$ cat src/rtl/fracn_pkg.sv
package fracn_pkg;
  localparam int unsigned QMOD_WIDE   = 8;
  localparam int unsigned QMOD_NARROW = 5;
endpackage

$ cat src/rtl/fracn_cfg_stage.sv
module fracn_cfg_stage #(
  parameter int N_W   = 16,
  parameter int NF_W  = 3,
  parameter int DAC_W = 8,
  parameter int MIN_N = 512,
  parameter int DEF_N = 512
) (
  input  logic             clk,
  input  logic             rst,
  input  logic             cfg_wr,
  input  logic [N_W-1:0]   wr_n,
  input  logic [NF_W-1:0]  wr_nf,
  input  logic             wr_mod,
  input  logic [DAC_W-1:0] wr_dac,
  input  logic             boundary,
  output logic [N_W-1:0]   nxt_n,
  output logic [NF_W-1:0]  nxt_nf,
  output logic             nxt_mod,
  output logic [DAC_W-1:0] nxt_dac,
  output logic             mod_chg,
  output logic [N_W-1:0]   act_n_eff,
  output logic             act_mod
);
  localparam logic [N_W-1:0] FLOOR = N_W'(MIN_N);

  logic [N_W-1:0]   act_n, pend_n;
  logic [NF_W-1:0]  act_nf, pend_nf;
  logic [DAC_W-1:0] act_dac, pend_dac;
  logic             act_mod_q, pend_mod, pend_vld;

  function automatic logic [N_W-1:0] floor_n(input logic [N_W-1:0] n);
    return (n < FLOOR) ? FLOOR : n;
  endfunction

  always_ff @(posedge clk) begin
    if (rst) begin
      act_n     <= N_W'(DEF_N);
      act_nf    <= '0;
      act_mod_q <= 1'b0;
      act_dac   <= '0;
      pend_n    <= '0;
      pend_nf   <= '0;
      pend_mod  <= 1'b0;
      pend_dac  <= '0;
      pend_vld  <= 1'b0;
    end else begin
      if (boundary && pend_vld) begin
        act_n     <= pend_n;
        act_nf    <= pend_nf;
        act_mod_q <= pend_mod;
        act_dac   <= pend_dac;
      end
      if (cfg_wr) begin
        pend_n   <= wr_n;
        pend_nf  <= wr_nf;
        pend_mod <= wr_mod;
        pend_dac <= wr_dac;
        pend_vld <= 1'b1;
      end else if (boundary) begin
        pend_vld <= 1'b0;
      end
    end
  end

  always_comb begin
    nxt_n     = floor_n(pend_vld ? pend_n : act_n);
    nxt_nf    = pend_vld ? pend_nf  : act_nf;
    nxt_mod   = pend_vld ? pend_mod : act_mod_q;
    nxt_dac   = pend_vld ? pend_dac : act_dac;
    mod_chg   = pend_vld && (pend_mod != act_mod_q);
    act_n_eff = floor_n(act_n);
    act_mod   = act_mod_q;
  end
endmodule

$ cat src/rtl/fracn_cycle_counter.sv
module fracn_cycle_counter #(
  parameter int CW      = 17,
  parameter int RST_LEN = 512
) (
  input  logic          clk,
  input  logic          rst,
  input  logic          resync,
  input  logic [CW-1:0] reload_len,
  input  logic [CW-1:0] restart_len,
  output logic          terminal
);
  logic [CW-1:0] cnt_q;

  assign terminal = (cnt_q == '0);

  always_ff @(posedge clk) begin
    if (rst)           cnt_q <= CW'(RST_LEN - 1);
    else if (resync)   cnt_q <= restart_len - CW'(1);
    else if (terminal) cnt_q <= reload_len - CW'(1);
    else               cnt_q <= cnt_q - CW'(1);
  end
endmodule

$ cat src/rtl/fracn_accum.sv
module fracn_accum
  import fracn_pkg::*;
#(
  parameter int ACC_W = 3,
  parameter int NF_W  = 3
) (
  input  logic             clk,
  input  logic             rst,
  input  logic             resync,
  input  logic             step,
  input  logic [NF_W-1:0]  nf,
  input  logic             mod_sel,
  input  logic             mod_chg,
  output logic [ACC_W-1:0] acc_q,
  output logic [ACC_W-1:0] acc_nxt,
  output logic             ovf_nxt
);
  localparam int SW = ((ACC_W > NF_W) ? ACC_W : NF_W) + 1;

  logic [SW-1:0] q_val, base, inc, sum;

  always_comb begin
    q_val   = mod_sel ? SW'(QMOD_NARROW) : SW'(QMOD_WIDE);
    base    = mod_chg ? '0 : SW'(acc_q);
    inc     = (SW'(nf) >= q_val) ? (q_val - SW'(1)) : SW'(nf);
    sum     = base + inc;
    ovf_nxt = (sum >= q_val);
    acc_nxt = ACC_W'(ovf_nxt ? (sum - q_val) : sum);
  end

  always_ff @(posedge clk) begin
    if (rst || resync) acc_q <= '0;
    else if (step)     acc_q <= acc_nxt;
  end
endmodule

$ cat src/rtl/fracn_comp_window.sv
module fracn_comp_window #(
  parameter int WIN_LEN = 128,
  parameter int ACC_W   = 3,
  parameter int DAC_W   = 8,
  parameter int AMP_W   = ACC_W + DAC_W
) (
  input  logic             clk,
  input  logic             rst,
  input  logic             resync,
  input  logic             start,
  input  logic [ACC_W-1:0] acc_in,
  input  logic [DAC_W-1:0] dac_in,
  output logic             win,
  output logic [AMP_W-1:0] amp
);
  localparam int WCW = (WIN_LEN > 2) ? $clog2(WIN_LEN) : 1;

  logic [WCW-1:0]   wcnt;
  logic [AMP_W-1:0] prod;

  assign prod = AMP_W'(acc_in) * AMP_W'(dac_in);

  always_ff @(posedge clk) begin
    if (rst || resync) begin
      win  <= 1'b0;
      wcnt <= '0;
      amp  <= '0;
    end else if (start) begin
      win  <= 1'b1;
      wcnt <= WCW'(WIN_LEN - 1);
      amp  <= prod;
    end else if (win) begin
      if (wcnt == '0) begin
        win <= 1'b0;
        amp <= '0;
      end else begin
        wcnt <= wcnt - WCW'(1);
      end
    end
  end
endmodule

$ cat src/rtl/fracn_div_ctrl.sv
module fracn_div_ctrl #(
  parameter int N_W     = 16,
  parameter int NF_W    = 3,
  parameter int DAC_W   = 8,
  parameter int ACC_W   = 3,
  parameter int MIN_N   = 512,
  parameter int DEF_N   = 512,
  parameter int WIN_LEN = 128
) (
  input  logic                   clk,
  input  logic                   rst,
  input  logic                   resync,
  input  logic                   cfg_wr,
  input  logic [N_W-1:0]         cfg_ratio,
  input  logic [NF_W-1:0]        cfg_frac,
  input  logic                   cfg_mod,
  input  logic [DAC_W-1:0]       cfg_dac,
  output logic                   div_pulse,
  output logic [ACC_W-1:0]       frac_acc,
  output logic                   comp_win,
  output logic [ACC_W+DAC_W-1:0] comp_amp
);
  localparam int CW      = N_W + 1;
  localparam int AMP_W   = ACC_W + DAC_W;
  localparam int RST_LEN = (DEF_N < MIN_N) ? MIN_N : DEF_N;

  logic             terminal, boundary, mod_chg, act_mod, nxt_mod, ovf_nxt;
  logic [N_W-1:0]   nxt_n, act_n_eff;
  logic [NF_W-1:0]  nxt_nf;
  logic [DAC_W-1:0] nxt_dac;
  logic [ACC_W-1:0] acc_nxt;
  logic [CW-1:0]    reload_len, restart_len;

  assign boundary    = terminal && !resync;
  assign reload_len  = CW'(nxt_n) + CW'(ovf_nxt);
  assign restart_len = CW'(act_n_eff);

  fracn_cfg_stage #(
    .N_W(N_W), .NF_W(NF_W), .DAC_W(DAC_W), .MIN_N(MIN_N), .DEF_N(RST_LEN)
  ) cfg_i (
    .clk(clk), .rst(rst), .cfg_wr(cfg_wr),
    .wr_n(cfg_ratio), .wr_nf(cfg_frac), .wr_mod(cfg_mod), .wr_dac(cfg_dac),
    .boundary(boundary),
    .nxt_n(nxt_n), .nxt_nf(nxt_nf), .nxt_mod(nxt_mod), .nxt_dac(nxt_dac),
    .mod_chg(mod_chg), .act_n_eff(act_n_eff), .act_mod(act_mod)
  );

  fracn_cycle_counter #(.CW(CW), .RST_LEN(RST_LEN)) cnt_i (
    .clk(clk), .rst(rst), .resync(resync),
    .reload_len(reload_len), .restart_len(restart_len), .terminal(terminal)
  );

  fracn_accum #(.ACC_W(ACC_W), .NF_W(NF_W)) acc_i (
    .clk(clk), .rst(rst), .resync(resync), .step(boundary),
    .nf(nxt_nf), .mod_sel(nxt_mod), .mod_chg(mod_chg),
    .acc_q(frac_acc), .acc_nxt(acc_nxt), .ovf_nxt(ovf_nxt)
  );

  fracn_comp_window #(
    .WIN_LEN(WIN_LEN), .ACC_W(ACC_W), .DAC_W(DAC_W), .AMP_W(AMP_W)
  ) win_i (
    .clk(clk), .rst(rst), .resync(resync), .start(boundary),
    .acc_in(acc_nxt), .dac_in(nxt_dac), .win(comp_win), .amp(comp_amp)
  );

  always_ff @(posedge clk) begin
    if (rst) div_pulse <= 1'b0;
    else     div_pulse <= boundary;
  end
endmodule

$ cat config.mk
export PLATFORM = sky130hd
export DESIGN_NAME = fracn_div_ctrl
export DESIGN_NICKNAME = d
export VERILOG_FILES = /design/src/rtl/fracn_pkg.sv /design/src/rtl/fracn_cfg_stage.sv /design/src/rtl/fracn_cycle_counter.sv /design/src/rtl/fracn_accum.sv /design/src/rtl/fracn_comp_window.sv /design/src/rtl/fracn_div_ctrl.sv
export SDC_FILE = /design/constraint.sdc
export NUM_CORES = 1
export LEC_CHECK = 0
export BUFFER_PORTS_ARGS = -buffer_cell sky130_fd_sc_hd__buf_2
export CAP_MARGIN = 20
export CORE_MARGIN = 1
export CORE_UTILIZATION = 30
export CTS_CLUSTER_SIZE = 40
export DETAILED_ROUTE_END_ITERATION = 8
export GPL_TIMING_DRIVEN = 0
export PLACE_DENSITY_LB_ADDON = 0.1
export SKIP_LAST_GASP = 1
export SLEW_MARGIN = 0
export SYNTH_ARGS = -nofsm -noshare
export SYNTH_HDL_FRONTEND = slang
export SYNTH_HIERARCHICAL = 1
export SYNTH_SLANG_ARGS = --single-unit
export TNS_END_PERCENT = 100
$ cat constraint.sdc
create_clock -name clk -period 7.2 [get_ports clk]
set_clock_uncertainty 0.1 [all_clocks]
set_input_delay 1.08 -clock clk [delete_from_list [all_inputs] [get_ports clk]]
set_output_delay 1.08 -clock clk [all_outputs]
set_load 0.01 [all_outputs]
=== Word-level counts from Yosys, hierarchy flattened ===
Index checks and enable logic that the tools add are counted.

* Register bits: 97
* Input port bits: 32
* Output and inout bits: 16
* Word-level logic and storage cells: 65

* $add $sub $neg: 8
* Multipliers: 1
* $lt $le $gt $ge: 4
* Equal/unequal tests: 2
* Muxes and demuxes: 23
* Reductions and logical operators: 12

{| class="wikitable"
|+ Operators with widths
! kind !! count
|-
| $mux W16 || 3
|-
| $mux W17 || 2
|-
| $sub A17 B1 Y17 const B || 2
|-
| $mux W11 || 3
|-
| $lt A16 B10 Y1 const B || 2
|-
| $mux W7 || 3
|-
| $add A16 B1 Y17 || 1
|-
| $logic_not A17 Y1 || 1
|-
| $sub A16 B1 Y17 const B || 1
|-
| $mul A3 B8 Y11 || 1
|-
| $mux W3 || 3
|-
| $mux W4 || 2
|-
| $mux W8 || 1
|-
| $logic_not A7 Y1 || 1
|-
| $sub A7 B1 Y7 const B || 1
|-
| $mux W1 || 6
|-
| $reduce_bool A2 Y1 || 3
|-
| $add A3 B4 Y4 || 1
|-
| $ge A3 B4 Y1 || 1
|-
| $ge A4 B4 Y1 || 1
|-
| $reduce_and A2 Y1 || 2
|-
| $sub A4 B1 Y4 const B || 1
|-
| $logic_and A1 B1 Y1 || 3
|-
| $sub A3 B3 Y3 || 1
|-
| other kinds (4) || 4
|}

=== Depth between registers and ports, before layout ===
* Word-level depth: 10
* Mapped depth: 29
* Depth with buffers taken out: 26

=== Cells and area by module ===
The synthesis kept the hierarchy.

{| class="wikitable"
|+ Modules (own cells, without submodules)
! module !! times used !! cells an instance !! area each (µm²) !! seq. area each (µm²)
|-
| fracn_cfg_stage || 1 || 285 || 2,533.7 || 1,141.1
|-
| fracn_comp_window || 1 || 162 || 1,345.0 || 380.4
|-
| fracn_cycle_counter || 1 || 173 || 1,342.5 || 340.3
|-
| fracn_accum || 1 || 55 || 450.4 || 60.1
|-
| fracn_div_ctrl || 1 || 48 || 367.9 || 20.0
|}

=== Worst setup path before layout ===
Ideal clock, no wire load.

* Path kind: flip-flop to flip-flop
* Start: reg cfg_i.pend_vld
* End: reg win_i.amp[8]
* Setup time: 120 ps
* Data arrival time: 5,852 ps
* Required time: 6,980 ps
* Setup slack: 1,128 ps
* Cell stages (with the launch flop): 28
* Path buffers: 2
* Clock period less this slack: 6,072 ps
* Path through: dfxtp_1 clkbuf_1 clkbuf_1 mux2_2 ha_1 nor3b_1 nor2_1 nor2_1 ha_1 inv_1 fa_1 xnor2_1 ha_1 nor2b_1 o21a_1 o31a_1 a31oi_1 nand2_1 fa_1 inv_1 ha_1 fa_1 a21o_1 a21oi_1 o21bai_1 a21oi_1 xor2_1 o21ai_1

* Longest elaborated chain between the ends: 9
* Elaborated cells on any way between the ends: 15
* Classes of those cells: 3 x add/sub; 1 x mul; 2 x order compare; 8 x mux; 1 x reduce/logical

{| class="wikitable"
|+ RTL lines
! item !! RTL line !! text
|-
| from (decl) || fracn_cfg_stage.sv:29 || <nowiki>logic act_mod_q, pend_mod, pend_vld;</nowiki>
|-
| from (signal assigned) || fracn_cfg_stage.sv:45 || <nowiki>pend_vld <= 1'b0;</nowiki>
|-
| from (signal assigned) || fracn_cfg_stage.sv:58 || <nowiki>pend_vld <= 1'b1;</nowiki>
|-
| from (signal assigned) || fracn_cfg_stage.sv:60 || <nowiki>pend_vld <= 1'b0;</nowiki>
|-
| $mux W1 (*) || fracn_cfg_stage.sv:68 || <nowiki>nxt_mod = pend_vld ? pend_mod : act_mod_q;</nowiki>
|-
| named net nxt_mod || fracn_div_ctrl.sv:27 || <nowiki>logic terminal, boundary, mod_chg, act_mod, nxt_mod, ovf_nxt;</nowiki>
|-
| $mux W4 (*) || fracn_accum.sv:23 || <nowiki>q_val = mod_sel ? SW'(QMOD_NARROW) : SW'(QMOD_WIDE);</nowiki>
|-
| $sub A4 B1 Y4 or $ge A3 B4 Y1 (tied branches) || fracn_accum.sv:25 || <nowiki>inc = (SW'(nf) >= q_val) ? (q_val - SW'(1)) : SW'(nf);</nowiki>
|-
| $mux W4 || fracn_accum.sv:25 ||
|-
| $add A3 B4 Y4 || fracn_accum.sv:26 || <nowiki>sum = base + inc;</nowiki>
|-
| $ge A4 B4 Y1 or $sub A3 B3 Y3 (tied branches) || fracn_accum.sv:27, fracn_accum.sv:28 ||
|-
| $mux W3 (*) || fracn_accum.sv:28 || <nowiki>acc_nxt = ACC_W'(ovf_nxt ? (sum - q_val) : sum);</nowiki>
|-
| named net acc_nxt[1] || fracn_div_ctrl.sv:31 || <nowiki>logic [ACC_W-1:0] acc_nxt;</nowiki>
|-
| $mul A3 B8 Y11 (*) || fracn_comp_window.sv:21 || <nowiki>assign prod = AMP_W'(acc_in) * AMP_W'(dac_in);</nowiki>
|-
| $mux W11 (*) || fracn_comp_window.sv:28 || <nowiki>end else if (start) begin</nowiki>
|-
| to (signal assigned) || fracn_comp_window.sv:31 || <nowiki>amp <= prod;</nowiki>
|-
| to (decl) || fracn_comp_window.sv:14 || <nowiki>output logic [AMP_W-1:0] amp</nowiki>
|}

The timed path passes the listed nets; every way through them passes the cells marked *.
A chain may end at the register's enable or synchronous reset.

=== Worst setup path after layout ===
Ends and elaborated chain as after synthesis.

==> summary.md <==
| Metric | Value |
|---|---|
| Hold WC Path Type | flip-flop to flip-flop |
| Slew Limit Fails | 0 |
| First-pass GRT wire length | between 20000 and 30000 um |
| Area contributors post-synth | dfxtp_1, mux2i_1, nand2_1 |
| Synth Instances | between 700 and 800 |
| Top FF cell, synth | dfxtp_1 |
| Initial core utilization | 0.308 |
| Net Sw Frac | 0.256 |
| Min Clock Period, post-route | 6550 ps |
| Clock sink count | 97 |
| DRC | 0 |
| Cell variety after synth | 78 |
| Num rows | 51 |
| Syn Nets | a little under 800 |
| Rel. slew slack | 0.497 |
| Top-count cell post-synth | nand2_1 |
| Max Buffers Root-to-Sink | 2 |
| Clock power share | 0.422 |
| Unrepaired setup endpoints after global routing | no |
| Async SR Flop Fraction | 0 |
| Filler cell count | a little over 2000 |
| Slew @ Worst Pin | 749 ps |
| Slowest cell on crit path | fa_1 |
| Leak Pwr | between 2 and 3 nW |
| Gpl congestion | between 0.8 and 0.9 |
| Clock root cell | clkbuf_16 |
| Combinational power share | 0.104 |
| Layout Nets | between 800 and 900 |
| Crit path DAT | between 6000 and 7000 ps |
| Pwr per Cell Area | about 170 nW/um2 |
| Reg power frac | 0.474 |
| Worst vdd ir | about 0.00011 V |
| Post-Syn Area per Cell | between 8 and 9 um2 |
| Post-DP HPWL | 12800 um |
| Skew-Pair Late Insertion Delay | ~350 ps |
| Setup WS pre-CTS | 160 ps |
| Number of synthesized register bits | 97 |
| Syn. warnings | 6 |
| Area share of the largest cell type after synthesis | 0.322 |
| MaxCap Viol Count | 0 |
| Area Overhead vs Synth | 14.7% |
| Final worst-path cycle share | 0.910 |
| H-tree lvl count | 3 |
| Final setup viols | 0 |
| Crit path capture type | flip-flop |
| Max Fclk | approximately 150 MHz |
| Crit path largest cell delay | 530 ps |
| Post-route setup slack | roughly 650 ps |
| Drt wl/cell | around 16 um |
| Postcts setup bufs | 0 |
| CTS clk-pin slew, worst paths | approximately 70 ps |
| Leading area contributor after synthesis | dfxtp_1 |
| Final Power | between 1 and 1.5 mW |
| Cell area after synthesis | roughly 6000 um2 |
| Post-cts hold buffer count | 0 |
| Vias in the first global route | approximately 5200 |
| Layout cells sized above 1 | 0.177 |
| Post-Route WL | 16300 um |
| Worst Setup Path Type | flip-flop to flip-flop |
| Core area | 19600 um2 |
| First-pass DRT Iterations | 4 |
| Crit Path Max Fanout | 10 |
| Fin. Hold Viols | 0 |
| Die ar. | about 21000 um2 |
| Final ANT Viol Nets | 0 |
| Post-synth EDFFs | 0 |
| Initial antenna violation count | 0 |
| CP dominant cell by count | ha_1 |
| Gr usage total | 0.168 |
| IO Count | 48 |
| Largest net degree at the start of global routing | 16 |
| Req. time, crit path | ~7300 ps |
| CTS tree | yes |
| DR iter-0 viols | 236 |
| Sequential area share after synthesis | 0.322 |
| Sw Pwr | approximately 310 uW |
| Cell-internal power | 893 uW |
| Die height | roughly 140 um |
| Synth cell count leaders | nand2_1, dfxtp_1, nor2_1 |
| GR Overflow Total | 0 |
| Vias per inst | 4.88 |
| Num CTS Buffers | 9 |
| Startpoint types | flip-flop |
| Setup TNS | 0 ps |
| Final core utilization | 0.354 |
| Post-cts resize count | 0 |
| DR vias | around 5000 |
| Ant diodes | 0 |
| Status | finished, final reports clean |
| Die span in x | around 140 um |
| IO buf count | 46 |
## power groups by stage
stage          clock (mW)  combinational, mW  sequential (mW)
2_1_floorplan           0             0.0900            0.574
3_3_place_gp            0              0.123            0.580
3_5_place_dp            0              0.125            0.581
4_1_cts             0.526              0.126            0.568
5_1_grt             0.548              0.138            0.571
6_report            0.507              0.125            0.568
## path summary, 6_finish.rpt
path / start / to / slack [ps] / cells past startpoint
setup reg to reg: cfg_i/pend_vld / win_i/amp[8] / 650 / 27
hold reg to reg: win_i/amp[9] / win_i/amp[9] / 340 / 2
hold / removal: win_i/amp[9] / win_i/amp[9] / 340 / 2
setup / recovery: cfg_i/pend_vld / win_i/amp[8] / 650 / 27
## flip-flops by register name, indices dropped and copies added, names as in the netlist, 3 cells and up
register	count
acc_i/acc_q	3
cfg_i/act_nf	3
cnt_i/cnt_q	17
win_i/amp	11
cfg_i/act_n	16
cfg_i/pend_dac	8
cfg_i/act_dac	8
win_i/wcnt	7
cfg_i/pend_n	16
cfg_i/pend_nf	3
## per-layer routing
metal / up-vias / share of wire / wire, um / GRT usage
met4: 0 / 0.014 / 228 / 0.0577
met1: 2432 / 0.49 / 7980 / 0.223
li1: 2606 / - / - / -
met5: - / 0 / 0 / 0
met3: 14 / 0.032 / 519 / 0.0233
met2: 72 / 0.47 / 7620 / 0.276
## per-stage QoR
stage               std cells  instance area (um2)  hold WS (ps)
finish                   1050                 6930           344
global placement         1034                 6600           335
CTS                      1050                 6920           347
floorplan                 723                 6040           334
detailed placement       1035                 6610           338
global route             1050                 6930           375
## kinds of logic (layout without fill, tap and decap cells)
logic type               after synthesis  after routing  share of synthesized area
AND/OR/NAND/NOR                      289            289                      0.246
AO/OA/AOI/OAI                        140            140                      0.152
flip-flops                            97             97                      0.322
buffers and inverters                 71            133                     0.0522
multiplexers                          58             58                      0.101
XOR/XNOR                              36             36                     0.0522
adder cells (fa/ha/maj)               31             31                     0.0742
other                                  1              1                   0.000621
## worst max-delay path: cells and delay by family (launching register included)
kind | cells | cell delay, ps
AND/OR/NAND/NOR | 5 | 600
AO/OA/AOI/OAI | 8 | 1650
buffers and inverters | 4 | 660
multiplexers | 1 | 440
XOR/XNOR | 2 | 360
flip-flops | 1 | 310
adder cells (fa/ha/maj) | 7 | 2290
## cell type report
cell class / instances / area, um2 / area share
clock inverters: 3 / 48.8 / 0.00705
repair buffers: 47 / 241 / 0.0349
plain buffers: 40 / 200 / 0.0289
clock buffers: 12 / 256 / 0.0370
multi-input cells: 555 / 3790 / 0.547
inverters: 31 / 116 / 0.0168
well taps: 265 / 332 / 0.0479
flip-flops and latches: 97 / 1940 / 0.280
## cells in the final DEF, fill, tap and decap left out, drive strengths merged, types with 25 or more instances in the layout
| cell type | Yosys | layout |
|---|---|---|
| mux2i | 38 | 38 |
| nand2 | 101 | 101 |
| dfxtp | 97 | 97 |
| nor3 | 26 | 26 |
| o21ai | 25 | 25 |
| buf | 19 | 66 |
| inv | 30 | 31 |
| a21oi | 57 | 57 |
| nor2 | 77 | 77 |
| clkbuf | 20 | 32 |
No activity file was read; power rests on OpenSTA's default activity.
